[src/rtl/alarm_match.sv]
module alarm_match #(
  parameter logic [3:0] CTRL_ADDR = 4'd7,
  parameter logic [3:0] FLAG_ADDR = 4'd8
) (
  input  logic       clk,
  input  logic       rst_n,
  input  logic       tick,
  input  logic [7:0] cur_sec,
  input  logic [7:0] cur_min,
  input  logic [7:0] cur_hour,
  input  logic [7:0] cur_day,
  input  logic [7:0] cur_date,
  input  logic       wr_en,
  input  logic [3:0] wr_addr,
  input  logic [7:0] wr_data,
  input  logic       sq_in,
  output logic       flag_a,
  output logic       flag_b,
  output logic       irq_sq_n
);

  logic [7:0] a_sec, a_min, a_hr, a_dd;
  logic [7:0] b_min, b_hr, b_dd;
  logic       int_sel, en_a, en_b;
  logic       match_a, match_b;
  logic       clr_a, clr_b;

  function automatic logic fld_ok(input logic [7:0] r, input logic [7:0] c);
    return r[7] | (r[6:0] == c[6:0]);
  endfunction

  function automatic logic dd_ok(input logic [7:0] r, input logic [7:0] day,
                                 input logic [7:0] date);
    return r[7] | (r[6] ? (r[5:0] == day[5:0]) : (r[5:0] == date[5:0]));
  endfunction

  assign match_a = tick & fld_ok(a_sec, cur_sec) & fld_ok(a_min, cur_min)
                 & fld_ok(a_hr, cur_hour) & dd_ok(a_dd, cur_day, cur_date);

  assign match_b = tick & (cur_sec == 8'h00) & fld_ok(b_min, cur_min)
                 & fld_ok(b_hr, cur_hour) & dd_ok(b_dd, cur_day, cur_date);

  assign clr_a = wr_en && wr_addr == FLAG_ADDR && !wr_data[0];
  assign clr_b = wr_en && wr_addr == FLAG_ADDR && !wr_data[1];

  always_ff @(posedge clk) begin
    if (!rst_n) begin
      a_sec   <= '0;
      a_min   <= '0;
      a_hr    <= '0;
      a_dd    <= '0;
      b_min   <= '0;
      b_hr    <= '0;
      b_dd    <= '0;
      int_sel <= 1'b1;
      en_a    <= 1'b0;
      en_b    <= 1'b0;
    end else if (wr_en) begin
      case (wr_addr)
        4'd0: a_sec <= wr_data;
        4'd1: a_min <= wr_data;
        4'd2: a_hr  <= wr_data;
        4'd3: a_dd  <= wr_data;
        4'd4: b_min <= wr_data;
        4'd5: b_hr  <= wr_data;
        4'd6: b_dd  <= wr_data;
        CTRL_ADDR: begin
          int_sel <= wr_data[2];
          en_b    <= wr_data[1];
          en_a    <= wr_data[0];
        end
        default: ;
      endcase
    end
  end

  always_ff @(posedge clk) begin
    if (!rst_n) begin
      flag_a <= 1'b0;
      flag_b <= 1'b0;
    end else begin
      flag_a <= match_a | (flag_a & ~clr_a);
      flag_b <= match_b | (flag_b & ~clr_b);
    end
  end

  assign irq_sq_n = int_sel ? ~((flag_a & en_a) | (flag_b & en_b)) : sq_in;


  flag_needs_tick_chk: assert property (@(posedge clk) disable iff (!rst_n)
    ($rose(flag_a) || $rose(flag_b)) |-> $past(tick));


  b_at_zero_sec_chk: assert property (@(posedge clk) disable iff (!rst_n)
    $rose(flag_b) |-> $past(cur_sec) == 8'h00);


  clear_by_zero_chk: assert property (@(posedge clk) disable iff (!rst_n)
    $fell(flag_a) |-> $past(wr_en && wr_addr == FLAG_ADDR && !wr_data[0]));


  match_wins_chk: assert property (@(posedge clk) disable iff (!rst_n)
    (match_a || match_b) |=> (flag_a || flag_b));


  irq_source_chk: assert property (@(posedge clk) disable iff (!rst_n)
    (int_sel && !irq_sq_n) |-> (flag_a || flag_b));

endmodule

[config.mk]
export PLATFORM = sky130hd
export DESIGN_NAME = alarm_match
export DESIGN_NICKNAME = d
export VERILOG_FILES = /design/src/rtl/alarm_match.sv
export SDC_FILE = /design/constraint.sdc
export NUM_CORES = 1
export LEC_CHECK = 0
export ABC_AREA = 0
export BUFFER_PORTS_ARGS = -buffer_cell sky130_fd_sc_hd__buf_4
export CORE_MARGIN = 5
export CORE_UTILIZATION = 38
export CTS_BUF_LIST = sky130_fd_sc_hd__clkbuf_8
export CTS_CLUSTER_DIAMETER = 200
export CTS_CLUSTER_SIZE = 20
export DETAILED_ROUTE_END_ITERATION = 8
export GPL_TIMING_DRIVEN = 0
export HOLD_SLACK_MARGIN = 0.1
export PLACE_DENSITY = 0.6
export REMOVE_ABC_BUFFERS = 1
export SLEW_MARGIN = 40
export SYNTH_ARGS = -nofsm -noshare
export SYNTH_HDL_FRONTEND = slang
export SYNTH_SLANG_ARGS = --single-unit
[constraint.sdc]
create_clock -name clk -period 2.58 [get_ports clk]
set_input_delay 0.387 -clock clk [delete_from_list [all_inputs] [get_ports clk]]
set_output_delay 0.387 -clock clk [all_outputs]
set_load 0.05 [all_outputs]
* After elaboration in Yosys (flattened, before gate mapping)
Index checks and enable logic that the tools add are counted.
** Cells by class
- Equal/unequal tests :: 17
- Multiplexer cells :: 3
- Bitwise gates (word level) :: 25
- Reductions and logical operators :: 15
** Operators with widths (number)
- 7-bit == test :: 5
- 6-bit == test :: 4
- 4-bit by 3-bit == test with 1-bit output (second input constant) :: 4
- 2-bit AND reduction :: 8
- 1-bit bitwise AND :: 12
- 1-bit bitwise OR :: 10
- 4-bit by 2-bit == test with 1-bit output (second input constant) :: 2
- 8-bit logical NOT :: 1
- 4-bit by 1-bit == test with 1-bit output (second input constant) :: 1
- 4-bit == test (second input constant) :: 1
- 4-bit logical NOT :: 1
- 1-bit logical AND :: 3
- 1-bit 2-to-1 mux :: 3
- 1-bit inverter :: 3
- 1-bit logical NOT :: 2
** Storage, ports and cells
- Bits in registers :: 61
- Input port bits :: 57
- Output and inout bits :: 3
- Logic and storage cells :: 72

* Depth between registers and ports, before layout
Gate-level depths: netlist (run 1).
- Word-level depth :: 7
- Gate-level depth with buffers :: 6

* Worst setup path before layout (run 1)
No wires, ideal clock.
- Kind :: reg2out
- Start :: reg flag_a
- End :: out irq_sq_n
- Data arrival time :: 1.193 ns
- Required time :: 2.193 ns
- Slack :: 1.000 ns
- Stages on the path, launching flop included :: 3
- Path buffers :: 0
- Cell sequence :: dfxtp_1 > a22oi_1 > mux2_2
** Between the ends
- Longest elaborated chain between the ends :: 4
** RTL lines
- from (decl) :: RTL line 17 : output logic flag_a,
- from (signal assigned) :: RTL line 82 : flag_a <= match_a | (flag_a & ~clr_a);
- 1-bit bitwise AND :: RTL line 87 : assign irq_sq_n = int_sel ? ~((flag_a & en_a) | (flag_b & en_b)) : sq_in;
- 1-bit bitwise OR :: RTL line 87
- 1-bit inverter :: RTL line 87
- 1-bit 2-to-1 mux :: RTL line 87
- to (decl) :: RTL line 19 : output logic irq_sq_n
Every way passes these cells.

* Final worst setup path (run 1)
- Start :: reg a_dd[6]
- End :: reg flag_a
** Between the ends
- Longest elaborated chain between the ends :: 4
** RTL lines
- from (decl) :: RTL line 22 : logic [7:0] a_sec, a_min, a_hr, a_dd;
- from (signal assigned) :: RTL line 63 : 4'd3: a_dd <= wr_data;
- 1-bit 2-to-1 mux :: RTL line 34 : return r[7] | (r[6] ? (r[5:0] == day[5:0]) : (r[5:0] == date[5:0]));
- 1-bit bitwise OR :: RTL line 34
- 1-bit bitwise AND :: RTL line 38 : & fld_ok(a_hr, cur_hour) & dd_ok(a_dd, cur_day, cur_date);
- 1-bit bitwise OR :: RTL line 82
Every way passes these cells.
A chain may end at the register's enable or synchronous reset.

==> metrics.txt, run 1 <==
total vias in the final route 2113; Cell Count Post-Placement approximately 430; CTS clk-pin slew, worst paths about 0.07 ns; Worst R2R Setup Slack about 0.77 ns; PwrDens 553 nW/um^2; Synth Area in Compound Gates roughly 2.6%; Setup Total Neg Slack 0 ns; Sink Count 61; GRT Residual Overflow 0; final max-slew violation count 0; Critical Path Max Stage Delay ~0.56 ns; synthesis-stage register bit count 61; Synth Area in XOR/XNOR ~13%; Routed Antenna Nets 0; Synth cell types 26; largest net degree at the start of global routing 64; Mapped Area just over 3000 um^2; Max IR drop VDD around 0.00025 V; GP Congestion around 0.8; initial drt markers 48; post-CTS setup repair buffer count 0; Mapped Cells just under 300; Avg WL per Cell roughly 15 um; worst hold slack between 0.3 and 0.4 ns; GRT Total Usage 14.4%; post_cts resized 0; DRC Markers 0; H-tree depth 3; Total Power between 2 and 2.5 mW; Hold Path Sink b_min[7]$_SDFFE_PN0P_; mux cell area share after synthesis about a quarter; Layout Nets between 300 and 400; slowest CP cell dfxtp_1; Max Buffers Root-to-Sink 2; P_leak about 1.5 nW; Crit path arrival time just over 2 ns; Num CTS Buffers 9; final wirelength approximately 6.8 mm; r2r startpoint a_dd[6]$_SDFFE_PN0P_; cells on worst reg2reg path 5; min-delay worst type in2reg; Required @ worst endpoint 2.82 ns; CP Launch Type flip-flop; simple-gate portion of the synthesized area 17.6%; Initial Util about two fifths; number of antenna violations at the first check in global routing 0; largest family of logic cells by synthesized area multiplexers; Post-CTS Hold Fix Bufs 0; Worst Path Buf+Inv 0; Hold Path Cell Cnt 3; most common cell after layout, fill and taps aside mux2i_1; hold path start wr_data[7]; Clk Latency, worst-skew pair between 0.3 and 0.4 ns; area delta synth->final 21.9%; most frequent cells in the layout 71 x mux2i_1, 61 x dfxtp_1, 58 x nor2b_1; ANT cells 0; Seq/Total Area, Yosys 40.0%; synth warn 0; core area between 7000 and 8000 um^2; Avg Vias per Cell around 4.7; Adder-Cell Fraction of Synth Area 0%; CP Max Fanout 7; first-pass GRT wire length 11.0 mm; Max Cap Viol 0; Final min period approximately 1.8 ns; final non-filler cell total between 400 and 500; average cell area after synthesis between 10 and 15 um^2; CP delay by family, top flip-flops; fin crit share between 60% and 70%; Setup-failing EPs final 0; vias in the first global route around 2100; CTS root buf clkbuf_8; full die area approximately 9900 um^2; Max transition margin 49.6%; worst clock skew around 0.0064 ns; number of top-level pins 60; router iterations before antenna repair 4; status complete, no violations; final design utilization roughly 48%; Setup CP Type reg2reg; dpl hpwl 4.90 mm; crit path cell chain mux2i_1 -> xnor2_1 -> nor4_1 -> a31oi_1 -> o41ai_2; fmax ~550 MHz; CTS tree yes; Rows 32; RSZ-0062 raised after global routing false; IO Port Bufs 53; Slew @ Worst Pin 0.753 ns; crit end category flip-flop; die height between 90 and 100 um; RR Endpoint flag_a$_SDFF_PN0_; share of cells above drive strength 1 a little over a fifth; Die Wd about 100 um; Final Hold Violating Endpoints 0
metal layers:
| layer | wire (um) | GRT usage (%) | up-vias | part of all wire [%] |
|---|---|---|---|---|
| met4 | 94 | 5.36 | 0 | 1.4 |
| met1 | 3470 | 20.5 | 964 | 51 |
| li1 | - | - | 1106 | - |
| met2 | 3060 | 21.2 | 33 | 45 |
| met5 | 0 | 0 | - | 0 |
| met3 | 210 | 3.02 | 10 | 3.1 |
worst reg2reg max path, cell delays in order, from the launching register on:
cell and delay, ns:
dfxtp_1 0.56, mux2i_1 0.27, xnor2_1 0.09, nor4_1 0.30, a31oi_1 0.17, o41ai_2 0.34
through the flow:
step                setup slack, ns  cell area (um^2)
finish                        0.774              3730
global route                  0.656              3730
CTS                           0.750              3730
detailed placement            0.686              3510
global placement              0.147              3500
floorplan                     0.627              2970
layout make-up:
cell class              instances  area (um^2)
clock buffers                  12          165
well taps                     102          128
repair buffers                 54          403
fillers                       769         4040
multi-input cells             216         1760
clock inverters                 4         46.3
flip-flops and latches         61         1220
state kept, by name, summed over array words and instances (netlist names):
register,flops
a_dd,8
a_hr,8
a_min,8
a_sec,8
b_dd,8
b_hr,8
b_min,8
en_a,1
en_b,1
flag_a,1
flag_b,1
int_sel,1
power breakdown:
part,total [mW],switching (mW),internal [mW]
Sequential,0.962,0.00823,0.953
Combinational,0.211,0.0977,0.114
Clock,0.886,0.366,0.520
worst max-delay path by stage:
stage                                        to  cells past startpoint            startpoint
after global routing          flag_a$_SDFF_PN0_                      5  a_dd[6]$_SDFFE_PN0P_
after detailed placement  a_min[6]$_SDFFE_PN0P_                      5            wr_addr[2]
final                         flag_a$_SDFF_PN0_                      5  a_dd[6]$_SDFFE_PN0P_
after floorplan            b_hr[0]$_SDFFE_PN0P_                      4            wr_addr[3]
after global placement     b_hr[3]$_SDFFE_PN0P_                      5            wr_addr[3]
after CTS                     flag_a$_SDFF_PN0_                      5  a_dd[6]$_SDFFE_PN0P_
Yosys cell counts:
library cell / n / area, um^2
a22oi_1: 1 / 7.51
a31oi_1: 2 / 12.5
a41oi_1: 1 / 8.76
and3_1: 1 / 6.26
buf_1: 1 / 3.75
buf_2: 5 / 25.0
buf_6: 1 / 11.3
clkbuf_1: 11 / 41.3
dfxtp_1: 61 / 1220
mux2_2: 1 / 11.3
mux2i_1: 71 / 711
nand2_1: 4 / 15.0
nand3b_1: 3 / 22.5
nand4_1: 5 / 31.3
nand4b_1: 1 / 8.76
nor2_1: 2 / 7.51
nor2b_1: 58 / 363
nor3b_1: 3 / 22.5
nor4_1: 9 / 56.3
o211ai_1: 2 / 15.0
o22ai_1: 2 / 12.5
o31ai_1: 1 / 7.51
o41ai_2: 1 / 16.3
or3_1: 1 / 6.26
xnor2_1: 27 / 236
xor2_1: 20 / 175
cell families after synthesis:
group                     after synthesis
AOI/OAI and AO/OA                      10
buffers and inverters                  18
muxes                                  72
and+or+nand+nor                        87
DFF                                    61
xor gates and xnor gates               47
Power figures use the tool's default switching activity.
==> run 2, diff against run 1 <==
Clock period 2.58 ns to 1.8 ns, I/O delays scaled along.
==> metrics.txt, run 2 (synthesized netlist as in run 1, its figures left out) <==
Slew @ Worst Pin 0.753 ns (unchanged); GRT Residual Overflow 0 (unchanged); number of top-level pins 60 (unchanged); Max transition margin 49.6% (unchanged); Worst Path Buf+Inv 0 (unchanged); crit path cell chain mux2i_1 -> xnor2_1 -> nor4_1 -> a31oi_1 -> o41ai_2 (unchanged); H-tree depth 3 (unchanged); post-CTS setup repair buffer count 0 (unchanged); Rows 32 (unchanged); CTS tree yes (unchanged); fin crit share 93.1% (was 70.0%); Place WS -0.00544 ns (was 0.686 ns); most common cell after layout, fill and taps aside mux2i_1 (unchanged); Crit path arrival time 1.91 ns (was 2.04 ns); full die area 9930 um^2 (unchanged); Post-CTS Hold Fix Bufs 0 (unchanged); crit end category flip-flop (unchanged); Final min period 1.68 ns (was 1.81 ns); Avg Vias per Cell 4.71 (unchanged); Fillers 769 (unchanged); Layout Nets 399 (unchanged); worst clock skew 0.00640 ns (was 0.00641 ns); first-pass GRT wire length 11.0 mm (unchanged); Die Wd 99.7 um (unchanged); fmax 597 MHz (was 554 MHz); share of cells above drive strength 1 21.6% (was 21.0%); GRT Total Usage 14.4% (unchanged); CP delay by family, top compound AO/OA/AOI/OAI gates (was flip-flops); Sink Count 61 (unchanged); Max Buffers Root-to-Sink 2 (unchanged); Num CTS Buffers 9 (unchanged); Clk Latency, worst-skew pair 0.33 ns (about the same); Total Power 2.95 mW (was 2.06 mW); Setup-failing EPs final 0 (unchanged); initial drt markers 48 (unchanged); die height 99.7 um (unchanged); Max Cap Viol 0 (unchanged); Critical Path Max Stage Delay 0.45 ns (was 0.56 ns); Initial Util 39.3% (unchanged); ANT cells 0 (unchanged); CTS root buf clkbuf_8 (unchanged); Setup CP Type reg2reg (unchanged); CP Launch Type flip-flop (unchanged); RSZ-0062 raised after global routing false (unchanged); largest net degree at the start of global routing 64 (unchanged); status complete, no violations (unchanged); Final Hold Violating Endpoints 0 (unchanged); router iterations before antenna repair 4 (unchanged); number of antenna violations at the first check in global routing 0 (unchanged); CTS clk-pin slew, worst paths 0.07 ns (about the same); Avg WL per Cell 15.2 um (unchanged); Required @ worst endpoint 2.04 ns (was 2.82 ns); Routed Antenna Nets 0 (unchanged); Cell Count Post-Placement 433 (unchanged); final wirelength 6.84 mm (unchanged); Max IR drop VDD 0.000354 V (was 0.000247 V); min-delay worst type in2reg (unchanged); core area 7770 um^2 (unchanged); IO Port Bufs 53 (unchanged); slowest CP cell dfxtp_2 (was dfxtp_1); setup ws final 0.124 ns (was 0.774 ns); DRC Markers 0 (unchanged); GP Congestion 0.777 (unchanged); PwrDens 792 nW/um^2 (was 553 nW/um^2); total vias in the final route 2113 (unchanged); area delta synth->final 22.0% (was 21.9%); dpl hpwl 4.90 mm (unchanged); final max-slew violation count 0 (unchanged); final non-filler cell total 449 (unchanged); most frequent cells in the layout 71 x mux2i_1, 59 x dfxtp_1, 58 x nor2b_1 (was 71 x mux2i_1, 61 x dfxtp_1, 58 x nor2b_1); vias in the first global route 2129 (unchanged); CP Max Fanout 7 (unchanged); P_leak 1.52 nW (about the same)
-- run 2: cell counts in the layout (fill, tap and decap cells not counted) --
Identical to the previous run, type by type.
-- run 2: report_power, final --
group | leakage (nW) | internal [mW] | total [mW] | switching (mW)
Clock | 0.110 | 0.746 | 1.27 | 0.524
Sequential | 0.493 | 1.37 | 1.38 | 0.0118
Combinational | 0.915 | 0.163 | 0.303 | 0.140
-- run 2: layer usage --
| layer | share of wire [%] | global-route usage [%] | up-vias |
|---|---|---|---|
| met3 | 3.1 | 3.02 | 10 |
| met1 | 51 | 20.5 | 964 |
| met2 | 45 | 21.2 | 33 |
| li1 | - | - | 1106 |
| met5 | 0 | 0 | - |
| met4 | 1.4 | 5.36 | 0 |
-- run 2: layout make-up --
class	count	area, um^2	share of cell area (%)
Timing Repair Buffer	54	403	10.8
Clock buffer	12	165	4.43
Clock inverter	4	46.3	1.24
Tap cell	102	128	3.42
Multi-Input combinational cell	216	1760	47.3
Sequential cell	61	1220	32.8
-- run 2: worst register-to-register path: cells and delay by family, from the launching register on --
family | cells | cell delay (ns)
and+or+nand+nor | 1 | 0.30
AOI/OAI and AO/OA | 2 | 0.51
xor gates and xnor gates | 1 | 0.09
muxes | 1 | 0.25
DFF | 1 | 0.45
-- run 2: through the flow --
| stage | utilization [%] | cell area [um^2] | hold WS, ns | TNS [ns] |
|---|---|---|---|---|
| final | 48.0 | 3730 | 0.275 | 0 |
| after global routing | 48.0 | 3730 | 0.279 | 0 |
| after CTS | 48.0 | 3730 | 0.269 | 0 |
| after detailed placement | 45.2 | 3510 | 0.472 | -0.00544 |
| after global placement | 45.1 | 3500 | 0.472 | -7.72 |
| after floorplan | - | 2970 | 0.332 | -0.450 |
-- run 2: path summary, 6_finish.rpt --
check,start,to,slack (ns),depth (start not counted)
min reg2reg,int_sel$_SDFFE_PN1P_,int_sel$_SDFFE_PN1P_,0.49,2
max,a_dd[6]$_SDFFE_PN0P_,flag_a$_SDFF_PN0_,0.12,5
max reg2reg,a_dd[6]$_SDFFE_PN0P_,flag_a$_SDFF_PN0_,0.12,5
min,wr_data[7],b_min[7]$_SDFFE_PN0P_,0.28,3
-- run 2: timing repair --
item | CTS | global route
endpoints found under the setup margin | 1 | 1
gates cloned | 0 | 0
resized for setup | 1 | 1
==> run 3, diff against run 2 <==
Settings changed: BUFFER_PORTS_ARGS -buffer_cell sky130_fd_sc_hd__buf_4 to default, CORE_ASPECT_RATIO from default to 1.1, DONT_BUFFER_PORTS from default to 1, PLACE_DENSITY 0.6 to 0.53.
==> metrics.txt, run 3 (synthesized netlist as in run 1, its figures left out) <==
most frequent cells in the layout 71 x mux2i_1, 58 x nor2b_1, 57 x dfxtp_1 (was 71 x mux2i_1, 59 x dfxtp_1, 58 x nor2b_1); GP Congestion 0.701 (was 0.777); Clk Latency, worst-skew pair 0.32 ns (was 0.33 ns); worst clock skew 0.00222 ns (was 0.00640 ns); die height 104 um (was 99.7 um); full die area 9940 um^2 (was 9930 um^2); crit path cell chain a22oi_1 -> mux2_2 (was mux2i_1 -> xnor2_1 -> nor4_1 -> a31oi_1 -> o41ai_2); fin area 3390 um^2 (was 3730 um^2); H-tree depth 3 (unchanged); Max transition margin 59.3% (was 49.6%); Final Hold Violating Endpoints 0 (unchanged); PwrDens 832 nW/um^2 (was 792 nW/um^2); Sink Count 61 (unchanged); largest net degree at the start of global routing 60 (was 64); initial drt markers 79 (was 48); Avg Vias per Cell 4.85 (was 4.71); router iterations before antenna repair 4 (unchanged); slowest CP cell dfxtp_2 (unchanged); Setup-failing EPs final 0 (unchanged); CTS tree yes (unchanged); number of top-level pins 60 (unchanged); final wirelength 7.05 mm (was 6.84 mm); Slew @ Worst Pin 0.609 ns (was 0.753 ns); switching power 0.608 mW (was 0.676 mW); Final min period 1.66 ns (was 1.68 ns); CTS root buf clkbuf_8 (unchanged); P_int 2.21 mW (was 2.28 mW); Initial Util 38.8% (was 39.3%); worst hold slack 0.118 ns (was 0.275 ns); share of cells above drive strength 1 9.43% (was 21.6%); Max Buffers Root-to-Sink 2 (unchanged); sw frac 21.6% (was 22.9%); CTS clk-pin slew, worst paths 0.07 ns (about the same); first-pass GRT wire length 11.1 mm (was 11.0 mm); combinational power share 6.2% (was 10.3%); area delta synth->final 10.9% (was 22.0%); setup ws final 0.141 ns (was 0.124 ns); IO Port Bufs 0 (was 53); P_leak 1.28 nW (was 1.52 nW); total vias in the final route 1965 (was 2113); crit end category output pin (was flip-flop); Avg WL per Cell 17.4 um (was 15.2 um); fin crit share 92.1% (was 93.1%); Crit path arrival time 1.39 ns (was 1.91 ns); Place WS -0.0494 ns (was -0.00544 ns); Num CTS Buffers 9 (unchanged); Setup Total Neg Slack 0 ns (unchanged); status complete, no violations (unchanged); Routed Antenna Nets 0 (unchanged); Die Wd 95.5 um (was 99.7 um); CP Launch Type flip-flop (unchanged); Rows 34 (was 32); DRC Markers 0 (unchanged); min-delay worst type in2reg (unchanged); GRT Residual Overflow 0 (unchanged); CP Max Fanout 3 (was 7); Area after DPL 3130 um^2 (was 3510 um^2); Required @ worst endpoint 1.53 ns (was 2.04 ns); final design utilization 43.1% (was 48.0%); most common cell after layout, fill and taps aside mux2i_1 (unchanged); Setup CP Type reg2out (was reg2reg); fmax 603 MHz (was 597 MHz); Layout Nets 349 (was 399); clock group share of total power 45.0% (was 43.0%); RSZ-0062 raised after global routing false (unchanged); sequential fraction of design power 48.8% (was 46.7%); core area 7870 um^2 (was 7770 um^2); vias in the first global route 2057 (was 2129); number of antenna violations at the first check in global routing 0 (unchanged); GRT Total Usage 14.8% (was 14.4%); Critical Path Max Stage Delay 0.52 ns (was 0.45 ns); Max IR drop VDD 0.000357 V (was 0.000354 V); Max Cap Viol 0 (unchanged); dpl hpwl 4.84 mm (was 4.90 mm); final max-slew violation count 0 (unchanged); ANT cells 0 (unchanged)
==> run 3: repair_timing <==
| item | 4_1_cts | 5_1_grt |
|---|---|---|
| buffers inserted | 0 | 0 |
| hold buffers | 2 | 0 |
| hold endpoints to repair | 59 | 0 |
| gates resized for setup | 3 | 3 |
| pin swaps | 0 | 0 |
| setup endpoints to repair | 2 | 2 |
==> run 3: final timing paths <==
path | slack (ns) | to | cells after the start | from
max | 0.14 | irq_sq_n | 2 | flag_a$_SDFF_PN0_
min | 0.12 | b_min[6]$_SDFFE_PN0P_ | 2 | wr_data[6]
max reg2reg | 0.19 | flag_b$_SDFF_PN0_ | 5 | b_dd[6]$_SDFFE_PN0P_
min reg2reg | 0.52 | a_min[7]$_SDFFE_PN0P_ | 2 | a_min[7]$_SDFFE_PN0P_
==> run 3: power groups by stage <==
| stage | clock (mW) | combinational, mW | sequential, mW |
|---|---|---|---|
| floorplan | 0 | 0.133 | 1.41 |
| global placement | 0 | 0.151 | 1.41 |
| detailed placement | 0 | 0.153 | 1.41 |
| CTS | 1.30 | 0.175 | 1.38 |
| global route | 1.37 | 0.193 | 1.38 |
| finish | 1.27 | 0.175 | 1.38 |
==> run 3: final cells by class <==
class                      instances  area (um^2)
clock buffer                      12          165
clock inverter                     4         45.0
fill                             786         4480
multi-input combinational        216         1770
sequential                        61         1230
tap                              108          135
timing repair buffer               4         45.0
==> run 3: metal layers <==
layer | GRT usage, % | vias to the layer above | wire length (um)
met5 | 0 | - | 0
met4 | 5.18 | 0 | 76
met3 | 3.40 | 6 | 433
met2 | 21.2 | 52 | 3040
met1 | 21.7 | 903 | 3500
li1 | - | 1004 | -
==> run 3: per-stage QoR <==
stage,power [mW],instances
after detailed placement,1.56,387
after global routing,2.94,405
after global placement,1.56,385
after CTS,2.86,405
after floorplan,1.54,277
final,2.82,405
==> run 3: worst max-delay path, delay by kind of cell, from the launching register on <==
kind           cells  cell delay [ns]
AO/OA/AOI/OAI      1             0.14
flip-flops         1             0.52
multiplexers       1             0.41
